===== src/rtl/nfc_pkg.sv =====
package nfc_pkg;
   localparam int NFC_DQ_W = 16;

   typedef enum logic [1:0] {OP_CMD, OP_ADDR, OP_DATA, OP_READ} op_kind_e;
   typedef enum logic [1:0] {S_IDLE, S_WLOW, S_RLOW, S_REC} eng_st_e;

   localparam logic [3:0] A_CTRL  = 4'h0;
   localparam logic [3:0] A_STAT  = 4'h1;
   localparam logic [3:0] A_ISTAT = 4'h2;
   localparam logic [3:0] A_IMASK = 4'h3;
   localparam logic [3:0] A_CMD   = 4'h4;
   localparam logic [3:0] A_ADDR  = 4'h5;
   localparam logic [3:0] A_DWR   = 4'h6;
   localparam logic [3:0] A_RDREQ = 4'h7;
   localparam logic [3:0] A_RDATA = 4'h8;
   localparam logic [3:0] A_PGCTL = 4'h9;
   localparam logic [3:0] A_ECCRS = 4'hA;
endpackage


===== src/rtl/nfc_wbuf.sv =====
module nfc_wbuf #(
   parameter int DEPTH = 4,
   parameter int W     = 18
)(
   input  logic         clk,
   input  logic         rst_n,
   input  logic         push,
   input  logic [W-1:0] din,
   input  logic         pop,
   output logic [W-1:0] dout,
   output logic         full,
   output logic         empty
);
   localparam int PW = (DEPTH > 1) ? $clog2(DEPTH) : 1;
   localparam int CW = $clog2(DEPTH + 1);

   logic [CW-1:0] cnt;
   logic          do_push, do_pop;

   assign full    = (cnt == CW'(DEPTH));
   assign empty   = (cnt == '0);
   assign do_push = push & ~full;
   assign do_pop  = pop & ~empty;

   always_ff @(posedge clk or negedge rst_n) begin
      if (!rst_n)                   cnt <= '0;
      else if (do_push && !do_pop)  cnt <= cnt + 1'b1;
      else if (do_pop && !do_push)  cnt <= cnt - 1'b1;
   end

   generate
      if (DEPTH == 1) begin : g_single
         logic [W-1:0] slot;
         always_ff @(posedge clk or negedge rst_n) begin
            if (!rst_n)       slot <= '0;
            else if (do_push) slot <= din;
         end
         assign dout = slot;
      end else begin : g_ring
         logic [W-1:0]  mem [DEPTH];
         logic [PW-1:0] wp, rp;
         always_ff @(posedge clk or negedge rst_n) begin
            if (!rst_n) begin
               wp <= '0;
               rp <= '0;
            end else begin
               if (do_push) wp <= (wp == PW'(DEPTH-1)) ? '0 : wp + 1'b1;
               if (do_pop)  rp <= (rp == PW'(DEPTH-1)) ? '0 : rp + 1'b1;
            end
         end
         always_ff @(posedge clk) begin
            if (do_push) mem[wp] <= din;
         end
         assign dout = mem[rp];
      end
   endgenerate
endmodule


===== src/rtl/nfc_strobe.sv =====
module nfc_strobe import nfc_pkg::*; #(
   parameter int DLY_W = 4
)(
   input  logic                clk,
   input  logic                rst_n,
   input  logic                c_wide,
   input  logic                c_p512,
   input  logic [DLY_W-1:0]    c_rdly,
   input  logic [DLY_W-1:0]    c_wdly,
   input  logic                q_valid,
   input  op_kind_e            q_kind,
   input  logic [NFC_DQ_W-1:0] q_val,
   output logic                q_pop,
   input  logic                pg_start,
   input  logic                pg_dir_wr,
   input  logic [NFC_DQ_W-1:0] pg_wdata,
   output logic                pg_wtake,
   output logic [NFC_DQ_W-1:0] pg_rdata,
   output logic                pg_rvalid,
   output logic                pg_busy,
   output logic                pg_done,
   output logic                rd_done,
   output logic [NFC_DQ_W-1:0] rd_word,
   output logic                eng_idle,
   output logic                nd_ce_n,
   output logic                nd_cle,
   output logic                nd_ale,
   output logic                nd_we_n,
   output logic                nd_re_n,
   output logic [NFC_DQ_W-1:0] nd_dq_out,
   output logic                nd_dq_oe,
   input  logic [NFC_DQ_W-1:0] nd_dq_in
);
   localparam int BC_W = 10;

   eng_st_e             st;
   logic [DLY_W-1:0]    cnt;
   op_kind_e            kind;
   logic [NFC_DQ_W-1:0] val;
   logic                pg_act, pg_wr, is_pg;
   logic [BC_W-1:0]     bcnt;

   logic [BC_W-1:0] psize, step;
   logic            pg_end, pg_go, rd_fire;

   assign psize   = c_p512 ? BC_W'(512) : BC_W'(256);
   assign step    = c_wide ? BC_W'(2) : BC_W'(1);
   assign pg_end  = pg_act && (bcnt == psize);
   assign pg_go   = pg_act && (bcnt != psize);
   assign rd_fire = (st == S_RLOW) && (cnt == c_rdly);

   assign eng_idle  = (st == S_IDLE) && !pg_act;
   assign q_pop     = eng_idle && !pg_start && q_valid;
   assign pg_wtake  = (st == S_IDLE) && pg_go && pg_wr;
   assign pg_done   = (st == S_IDLE) && pg_end;
   assign pg_busy   = pg_act;
   assign rd_word   = c_wide ? nd_dq_in : {8'h00, nd_dq_in[7:0]};
   assign rd_done   = rd_fire && !is_pg;
   assign pg_rvalid = rd_fire && is_pg;
   assign pg_rdata  = rd_word;

   always_ff @(posedge clk or negedge rst_n) begin
      if (!rst_n) begin
         st     <= S_IDLE;
         cnt    <= '0;
         kind   <= OP_CMD;
         val    <= '0;
         pg_act <= 1'b0;
         pg_wr  <= 1'b0;
         is_pg  <= 1'b0;
         bcnt   <= '0;
      end else begin
         case (st)
            S_IDLE: begin
               cnt <= '0;
               if (pg_start && !pg_act) begin
                  pg_act <= 1'b1;
                  pg_wr  <= pg_dir_wr;
                  bcnt   <= '0;
               end else if (pg_end) begin
                  pg_act <= 1'b0;
               end else if (pg_go) begin
                  bcnt  <= bcnt + step;
                  is_pg <= 1'b1;
                  val   <= pg_wdata;
                  kind  <= pg_wr ? OP_DATA : OP_READ;
                  st    <= pg_wr ? S_WLOW : S_RLOW;
               end else if (q_valid) begin
                  is_pg <= 1'b0;
                  val   <= q_val;
                  kind  <= q_kind;
                  st    <= (q_kind == OP_READ) ? S_RLOW : S_WLOW;
               end
            end
            S_WLOW: begin
               if (cnt == c_wdly) st <= S_REC;
               else               cnt <= cnt + 1'b1;
            end
            S_RLOW: begin
               if (rd_fire) st <= S_REC;
               else         cnt <= cnt + 1'b1;
            end
            default: st <= S_IDLE;
         endcase
      end
   end

   assign nd_we_n   = (st != S_WLOW);
   assign nd_re_n   = (st != S_RLOW);
   assign nd_cle    = (st == S_WLOW) && (kind == OP_CMD);
   assign nd_ale    = (st == S_WLOW) && (kind == OP_ADDR);
   assign nd_dq_oe  = (st == S_WLOW);
   assign nd_dq_out = c_wide ? val : {8'h00, val[7:0]};
   assign nd_ce_n   = (st == S_IDLE) && !pg_act;
endmodule


===== src/rtl/nand_host_if.sv =====
module nand_host_if import nfc_pkg::*; #(
   parameter int WB_DEPTH = 4,
   parameter int DLY_W    = 4,
   parameter int RB_SYNC  = 2
)(
   input  logic        clk,
   input  logic        rst_n,
   input  logic        bus_wr,
   input  logic [3:0]  bus_addr,
   input  logic [15:0] bus_wdata,
   output logic [15:0] bus_rdata,
   output logic        irq,
   output logic        ecc_restart,
   input  logic [15:0] pg_wdata,
   output logic        pg_wtake,
   output logic [15:0] pg_rdata,
   output logic        pg_rvalid,
   output logic        nd_ce_n,
   output logic        nd_cle,
   output logic        nd_ale,
   output logic        nd_we_n,
   output logic        nd_re_n,
   output logic [15:0] nd_dq_out,
   output logic        nd_dq_oe,
   input  logic [15:0] nd_dq_in,
   input  logic        nd_rb
);
   localparam int RD_LSB = 2;
   localparam int WD_LSB = RD_LSB + DLY_W;
   localparam int ENT_W  = 2 + NFC_DQ_W;
   localparam int IS_W   = 3;

   generate
      if (WB_DEPTH < 1 || DLY_W < 1 || WD_LSB + DLY_W > 16 || RB_SYNC < 1) begin : g_bad_param
         $error("nand_host_if: parameter out of range");
      end
   endgenerate

   logic             c_p512, c_wide;
   logic [DLY_W-1:0] c_rdly, c_wdly;
   logic [IS_W-1:0]  istat, imask, ist_set, ist_clr;
   logic             armed;
   logic [15:0]      rd_data;
   logic [RB_SYNC-1:0] rb_q;

   logic             wb_push, wb_pop, wb_full, wb_empty;
   logic [ENT_W-1:0] wb_din, wb_dout;
   op_kind_e         push_kind;

   logic             pg_start, pg_busy, pg_done, rd_done, eng_idle;
   logic [15:0]      rd_word;

   // register write decode
   always_comb begin
      wb_push   = 1'b0;
      push_kind = OP_CMD;
      if (bus_wr) begin
         case (bus_addr)
            A_CMD:   begin wb_push = 1'b1; push_kind = OP_CMD;  end
            A_ADDR:  begin wb_push = 1'b1; push_kind = OP_ADDR; end
            A_DWR:   begin wb_push = 1'b1; push_kind = OP_DATA; end
            A_RDREQ: begin wb_push = 1'b1; push_kind = OP_READ; end
            default: ;
         endcase
      end
   end

   assign wb_din   = {push_kind, bus_wdata};
   assign pg_start = bus_wr && (bus_addr == A_PGCTL) &&
                     ((bus_wdata == 16'd1) || (bus_wdata == 16'd2)) &&
                     armed && eng_idle && wb_empty;
   assign ist_clr  = (bus_wr && bus_addr == A_ISTAT) ? bus_wdata[IS_W-1:0] : '0;
   assign ist_set  = {pg_done, rd_done, rb_q[RB_SYNC-1]};

   nfc_wbuf #(.DEPTH(WB_DEPTH), .W(ENT_W)) u_wbuf (
      .clk   (clk),
      .rst_n (rst_n),
      .push  (wb_push),
      .din   (wb_din),
      .pop   (wb_pop),
      .dout  (wb_dout),
      .full  (wb_full),
      .empty (wb_empty)
   );

   nfc_strobe #(.DLY_W(DLY_W)) u_eng (
      .clk       (clk),
      .rst_n     (rst_n),
      .c_wide    (c_wide),
      .c_p512    (c_p512),
      .c_rdly    (c_rdly),
      .c_wdly    (c_wdly),
      .q_valid   (!wb_empty),
      .q_kind    (op_kind_e'(wb_dout[ENT_W-1 -: 2])),
      .q_val     (wb_dout[NFC_DQ_W-1:0]),
      .q_pop     (wb_pop),
      .pg_start  (pg_start),
      .pg_dir_wr (bus_wdata[1]),
      .pg_wdata  (pg_wdata),
      .pg_wtake  (pg_wtake),
      .pg_rdata  (pg_rdata),
      .pg_rvalid (pg_rvalid),
      .pg_busy   (pg_busy),
      .pg_done   (pg_done),
      .rd_done   (rd_done),
      .rd_word   (rd_word),
      .eng_idle  (eng_idle),
      .nd_ce_n   (nd_ce_n),
      .nd_cle    (nd_cle),
      .nd_ale    (nd_ale),
      .nd_we_n   (nd_we_n),
      .nd_re_n   (nd_re_n),
      .nd_dq_out (nd_dq_out),
      .nd_dq_oe  (nd_dq_oe),
      .nd_dq_in  (nd_dq_in)
   );

   // ready/busy synchronizer
   generate
      for (genvar i = 0; i < RB_SYNC; i++) begin : g_rb
         always_ff @(posedge clk or negedge rst_n) begin
            if (!rst_n)      rb_q[i] <= 1'b0;
            else if (i == 0) rb_q[i] <= nd_rb;
            else             rb_q[i] <= rb_q[(i == 0) ? 0 : i-1];
         end
      end
   endgenerate

   always_ff @(posedge clk or negedge rst_n) begin
      if (!rst_n) begin
         c_p512      <= 1'b0;
         c_wide      <= 1'b0;
         c_rdly      <= '0;
         c_wdly      <= '0;
         istat       <= '0;
         imask       <= '1;
         armed       <= 1'b0;
         rd_data     <= '0;
         ecc_restart <= 1'b0;
      end else begin
         istat       <= (istat & ~ist_clr) | ist_set;
         ecc_restart <= bus_wr && (bus_addr == A_ECCRS);
         if (rd_done) rd_data <= rd_word;
         if (pg_start)                            armed <= 1'b0;
         else if (bus_wr && bus_addr == A_ECCRS)  armed <= 1'b1;
         if (bus_wr && bus_addr == A_CTRL) begin
            c_p512 <= bus_wdata[0];
            c_wide <= bus_wdata[1];
            c_rdly <= bus_wdata[RD_LSB +: DLY_W];
            c_wdly <= bus_wdata[WD_LSB +: DLY_W];
         end
         if (bus_wr && bus_addr == A_IMASK) imask <= bus_wdata[IS_W-1:0];
      end
   end

   always_comb begin
      bus_rdata = '0;
      case (bus_addr)
         A_CTRL: begin
            bus_rdata[0]                = c_p512;
            bus_rdata[1]                = c_wide;
            bus_rdata[RD_LSB +: DLY_W]  = c_rdly;
            bus_rdata[WD_LSB +: DLY_W]  = c_wdly;
         end
         A_STAT:  bus_rdata[1:0]      = {pg_busy, wb_full};
         A_ISTAT: bus_rdata[IS_W-1:0] = istat;
         A_IMASK: bus_rdata[IS_W-1:0] = imask;
         A_RDATA: bus_rdata           = rd_data;
         default: bus_rdata           = '0;
      endcase
   end

   assign irq = |(istat & ~imask);
endmodule


===== config.mk =====
export PLATFORM = sky130hd
export DESIGN_NAME = nand_host_if
export DESIGN_NICKNAME = d
export VERILOG_FILES = /design/src/rtl/nfc_pkg.sv /design/src/rtl/nfc_wbuf.sv /design/src/rtl/nfc_strobe.sv /design/src/rtl/nand_host_if.sv
export SDC_FILE = /design/constraint.sdc
export NUM_CORES = 1
export LEC_CHECK = 0
export BUFFER_PORTS_ARGS = -buffer_cell sky130_fd_sc_hd__buf_2
export CAP_MARGIN = 20
export CELL_PAD_IN_SITES_DETAIL_PLACEMENT = 1
export CELL_PAD_IN_SITES_GLOBAL_PLACEMENT = 2
export CORE_ASPECT_RATIO = 0.9
export CORE_UTILIZATION = 35
export DETAILED_ROUTE_END_ITERATION = 10
export PLACE_DENSITY_LB_ADDON = 0.12
export SKIP_LAST_GASP = 1
export SYNTH_ARGS = -nofsm -noshare
export SYNTH_HDL_FRONTEND = slang
export SYNTH_SLANG_ARGS = --single-unit

===== constraint.sdc =====
create_clock -name clk -period 2.3 [get_ports clk]
set_input_delay 0.46 -clock clk [delete_from_list [all_inputs] [get_ports clk]]
set_output_delay 0.46 -clock clk [all_outputs]
set_load 0.02 [all_outputs]

Word level (Yosys, flattened, before mapping)
Memories as Yosys holds them, arrays and structs flattened. Index checks and enable logic that the tools add are counted.

Add/sub/neg operators: 6. Equality and inequality tests: 34. Multiplexer cells: 45. Bitwise gates (word level): 11. Reductions and logical operators: 49.

Operators by type and width (number): two-way mux 16 bit (4); two-way mux 10 bit (4); two-way mux 2 bit (14); logical AND 1 bit (25); equality test 16 x 1 -> 1 bit (second input constant) (1); equality test 16 x 2 -> 1 bit (second input constant) (1); equality test 4 x 3 -> 1 bit (second input constant) (4); case mux 7 bit (2 select lines) (1); equality test 4 bit (second input constant) (3); inequality test 2 bit (second input constant) (6); case mux 2 bit (3 select lines) (2); case mux 4 bit (3 select lines) (1); two-way mux 1 bit (11); adder 10 bit (1); equality test 10 bit (1); inequality test 10 bit (1); case mux 2 bit (5 select lines) (1); two-way mux 3 bit (3); equality test 2 bit (second input constant) (4); equality test 4 x 2 -> 1 bit (second input constant) (2); equality test 4 bit (2); two-way mux 4 bit (2); inequality test 2 x 1 -> 1 bit (second input constant) (4); nonzero test 2 bit (4); other kinds (27) (43).

Register bits: 80. RAM bits: 72. Input bits: 56. Output and inout bits: 58. Word-level logic and storage cells: 168. Memories kept: 1.

Memories: u_wbuf.g_ring.mem (depth 4, bits a word 18, read ports 1, clocked after memory_dff 0, write ports 1, RTL line nfc_wbuf.sv:40) `logic [W-1:0] mem [DEPTH];`.

Logic depth before layout (Yosys ltp)
Depth in word-level cells: 13. Mapped depth: 11. Gate-level depth less buffers: 11.

Hierarchy
A second synthesis with hierarchy kept.

Cell total of the unflattened synthesis: 520. Area, all modules: 7400.8 µm².

By module, submodules not included: nfc_wbuf (times used 1, cells an instance 131, area each 3046.7 µm², sequential area each 2337.2 µm²); nfc_strobe (times used 1, cells an instance 258, area each 2630.0 µm², sequential area each 925.9 µm²); nand_host_if (times used 1, cells an instance 131, area each 1724.2 µm², sequential area each 904.6 µm²).

Least setup slack after synthesis
No wires, ideal clock.

Path kind: input -> output. Start point: input port bus_addr[3]. End point: output port bus_rdata[3]. Arrival: 1960 ps. Required time: 1840 ps. Setup slack: -120 ps. Stages: 4. Path buffers: 2. Cell sequence: clkbuf_1 -> nor4b_1 -> clkbuf_1 -> a22o_1.

Word-level cells in the longest chain between the ends: 2. Elaborated cells on any way between the ends: 3. Those cells by class: 1 x eq/ne; 1 x mux; 1 x reduce/logical.

RTL lines: start: declaration (RTL line nand_host_if.sv:9) `input logic [3:0] bus_addr,`; equality test 4 bit / zero test 4 bit (equally long branches) (RTL line nand_host_if.sv:158) `case (bus_addr)`; case mux 7 bit (2 select lines) * (RTL line nand_host_if.sv:158); end: declaration (RTL line nand_host_if.sv:11) `output logic [15:0] bus_rdata,`.

Mark *: on every way between the ends. The rest lies on a longest branch, timed or not.

Final worst setup path
Start point: register armed. End point: register u_eng.bcnt[5].

Word-level cells in the longest chain between the ends: 6. Elaborated cells on any way between the ends: 8. Those cells by class: 1 x eq/ne; 1 x mux; 6 x reduce/logical.

RTL lines: start: declaration (RTL line nand_host_if.sv:42) `logic armed;`; start signal: assignment (RTL line nand_host_if.sv:137) `armed <= 1'b0;`; start signal: assignment (RTL line nand_host_if.sv:144) `if (pg_start) armed <= 1'b0;`; start signal: assignment (RTL line nand_host_if.sv:145) `else if (bus_wr && bus_addr == A_ECCRS) armed <= 1'b1;`; logical AND 1 bit * (RTL line nand_host_if.sv:70) `((bus_wdata == 16'd1) || (bus_wdata == 16'd2)) &&`; logical AND 1 bit * (2 in series) (RTL line nand_host_if.sv:71) `armed && eng_idle && wb_empty;`; logical AND 1 bit * (RTL line nfc_strobe.sv:76) `if (pg_start && !pg_act) begin`; inequality test 2 bit (no source line) / nonzero test 2 bit (equally long branches); AND reduction 3 bit (no source line); end signal: assignment (RTL line nfc_strobe.sv:83) `bcnt <= bcnt + step;`; end: declaration (RTL line nfc_strobe.sv:41) `logic [BC_W-1:0] bcnt;`.

Marked as above. A chain may end at the register's enable or synchronous reset.

==> flow_metrics.env <==
export IMPL_run_status="complete, but fails checks"
export IMPL_violations="negative hold slack, negative setup slack"
export IMPL_critical_path_depth=7
export IMPL_p_int_mw=6.86
export IMPL_cellPowerDensity_nw_per_um2=1110
export IMPL_reg2reg_to="u_eng.bcnt[5]"
export IMPL_ioPinCount=114
export IMPL_yosys_top_cells_area="edfxtp_1 (31%), dfrtp_1 (27%), mux4_2 (6.4%), mux2_2 (5.4%), nand2_1 (3.5%)"
export IMPL_synth_cells=531
export IMPL_path_cells="nor4b_2 > nand4_1 > or4_4 > buf_8 > a2111oi_4 > xnor2_1 > nor2_1"
export IMPL_synth_top_cells_by_count="dfrtp_1 (77), edfxtp_1 (72), nand2_1 (65), nor2_1 (35), mux2_2 (34)"
export IMPL_dpl_instance_area_um2=8240
export IMPL_synth_most_common_cell="dfrtp_1"
export IMPL_fin_ws_ns=-0.0473
export IMPL_route_vias_total=4803
export IMPL_yosysSeqAreaShare=0.592
export IMPL_crit_path_end_kind="flip-flop"
export IMPL_cp_max_fo=6
export IMPL_row_count=48
export IMPL_grt_pass1_wl_um=29000
export IMPL_die_area_um2=20700
export IMPL_drv_cap=0
export IMPL_initial_core_util=0.362
export IMPL_arrival_ns=2.66
export IMPL_r2r_setup_slack_ns=-0.05
export IMPL_die_h_um=137
export IMPL_clock_latency_ns=0.43
export IMPL_synth_avg_cell_area_um2=13.3
export IMPL_hp_class="in -> async"
export IMPL_worst_path_largest_cell_delay_ns=0.59
export IMPL_p_switching_mw=3.23
export IMPL_synthDistinctLibCells=56
export IMPL_fillCellCount=2064
export IMPL_async_flop_share=0.526
export IMPL_portBuffers=113
export IMPL_clock_fmax_mhz=426
export IMPL_period_minus_slack_ns=2.35
export IMPL_tightest_slew_ns=0.665
export IMPL_yosys_warnings=0
export IMPL_cts_sinks=152
export IMPL_postRouteAntennaNets=0
export IMPL_final_seq_area_um2=4170
export IMPL_drt_total_wl_um=18600
export IMPL_comb_power_share=0.310
export IMPL_post_dp_hpwl_um=13500
export IMPL_ir_worst_vdd_mv=0.551
export IMPL_grt_pass1_vias=5150
export IMPL_slew_violations=0
export IMPL_critPathBufInv=1
export IMPL_cts_root_buf="clkbuf_16"
export IMPL_synth_seq_cells=152
export IMPL_cpMaxStageDelayCell="or4_4"
export IMPL_hold_viol=1
export IMPL_rsz0062_at_grt="true"
export IMPL_track_usage=0.193
export IMPL_drt_first_pass_iters=4
export IMPL_netlist_area_leader_share=0.307
export IMPL_finalSetupViolCount=3
export IMPL_drt_initial_drc_count=187
export IMPL_antenna_found_initial=0
export IMPL_crit_family="simple AND/OR/NAND/NOR gates"
export IMPL_antenna_cells=0
export IMPL_ctsHoldBuffers=0
export IMPL_required_ns=2.61
export IMPL_total_leakage_power_nw=3.85
export IMPL_reg2regPathDepth=7
export IMPL_wl_per_cell_um=19.3
export IMPL_multiInputGateArea_um2=2660
export IMPL_critPathKind="reg -> reg"
export IMPL_post_route_period_util=1.02
export IMPL_start_kind="flip-flop"
export IMPL_synth_edf_count=72
export IMPL_syn_num_nets=602
export IMPL_globalplace_congestion=0.800
export IMPL_final_cell_area_um2=9110
export IMPL_seq_power_share=0.387
export IMPL_drc_errors=0
export IMPL_cts_buffers=17
export IMPL_fin_nets=774
export IMPL_grt_overflow_total=0
export IMPL_cts_buffer_depth=2
export IMPL_cts_clk_slew_worst_paths_ns=0.06
export IMPL_grt_max_degree=49
export IMPL_finalSetupTns_ns=-0.0793
export IMPL_synth_top_cell_by_area="edfxtp_1"
export IMPL_p_sw_frac=0.320
export IMPL_reg2reg_from="armed"
export IMPL_holdWs_ns=-0.00137
export IMPL_slew_headroom=0.555
export IMPL_area_growth_pct=29.4
export IMPL_dpl_worst_slack_ns=-0.475
export IMPL_coreArea_um2=19500
export IMPL_p_clk_frac=0.303
export IMPL_dieWidth_um=151
export IMPL_drive_above_1_share=0.426
export IMPL_cts_tree="done"
export IMPL_fin_skew_ns=0.0121
export IMPL_htreeDepth=4
export IMPL_syn_cell_area_um2=7040
export IMPL_via_per_inst=4.97
export IMPL_ys_flop_type="dfrtp_1"
export IMPL_power_mw=10.1
## final cells by class
class,instances,share of cell area
flip-flops and latches,152,0.458
inverters,18,0.00756
well taps,250,0.0344
clock inverters,14,0.0224
clock buffers,18,0.0482
repair buffers,189,0.138
multi-input cells,325,0.292
## power groups by stage
stage | logic [mW] | registers, mW | clock network, mW
2_1_floorplan | 2.01 | 3.85 | 0
3_3_place_gp | 2.82 | 3.95 | 0
3_5_place_dp | 2.90 | 3.98 | 0
4_1_cts | 3.08 | 3.90 | 3.11
5_1_grt | 3.47 | 3.99 | 3.21
6_report | 3.13 | 3.90 | 3.05
## worst register-to-register path: stages, from the launching register on
cell and delay (ns):
dfrtp_1 0.37, nor4b_2 0.35, nand4_1 0.21, or4_4 0.59
buf_8 0.17, a2111oi_4 0.31, xnor2_1 0.17, nor2_1 0.06
## worst max-delay path by stage
stage,from,end,slack (ns)
6_report,armed,u_eng.bcnt[5],-0.05
5_1_grt,u_eng.bcnt[0],pg_wtake,-0.09
4_1_cts,u_eng.st[0],u_eng.bcnt[5],-0.009
3_5_place_dp,bus_wdata[4],u_eng.bcnt[5],-0.47
3_3_place_gp,bus_wdata[7],u_eng.bcnt[5],-0.25
2_1_floorplan,bus_addr[2],u_eng.bcnt[8],0.03
## flip-flops by register name (all words and copies together) (netlist names), 3 cells and up
register / count
istat: 3
u_eng.bcnt: 10
imask: 3
u_eng.cnt: 4
u_wbuf.cnt: 3
u_wbuf.g_ring.mem: 72
rd_data: 16
c_rdly: 4
u_eng.val: 16
c_wdly: 4
## cell usage in the layout (no fill, tap or decap), drive strengths merged, types with 5 or more instances in the layout
master	instances
xnor2	6
nand2b	7
ha	13
mux2	34
nand2	65
xor2	11
nor2	35
a31oi	17
mux4	20
clkbuf	18
inv	17
a21oi	7
nor4	10
edfxtp	72
o21ai	9
nand3	6
and2	28
bufinv	5
a21o	5
a22o	11
dfrtp	77
buf	189
clkinv	9
## metrics by stage
stage | utilization | cells
after floorplan | - | 531
after global placement | 0.424 | 918
after detailed placement | 0.424 | 918
after CTS | 0.462 | 959
after global routing | 0.468 | 966
final | 0.468 | 966
## logic make-up after synthesis
family	share of synthesized area
AO/OA/AOI/OAI	0.0713
XOR/XNOR	0.0212
adder cells (fa/ha/maj)	0.0288
buffers and inverters	0.0409
flip-flops	0.592
multiplexers	0.120
AND/OR/NAND/NOR	0.126
## layer usage
layer | part of all wire | track usage | vias up
met1 | 0.48 | 0.274 | 2431
li1 | - | - | 2262
met4 | 0.0097 | 0.0522 | 0
met5 | 0 | 0 | -
met3 | 0.039 | 0.0390 | 14
met2 | 0.47 | 0.300 | 96
## what timing repair did
action	4_1_cts	5_1_grt
buffers inserted	10	8
resized for setup	12	14
pin swaps	4	11
gates cloned	0	0
setup endpoints to repair	14	16
No activity file was read; power rests on OpenSTA's default activity.
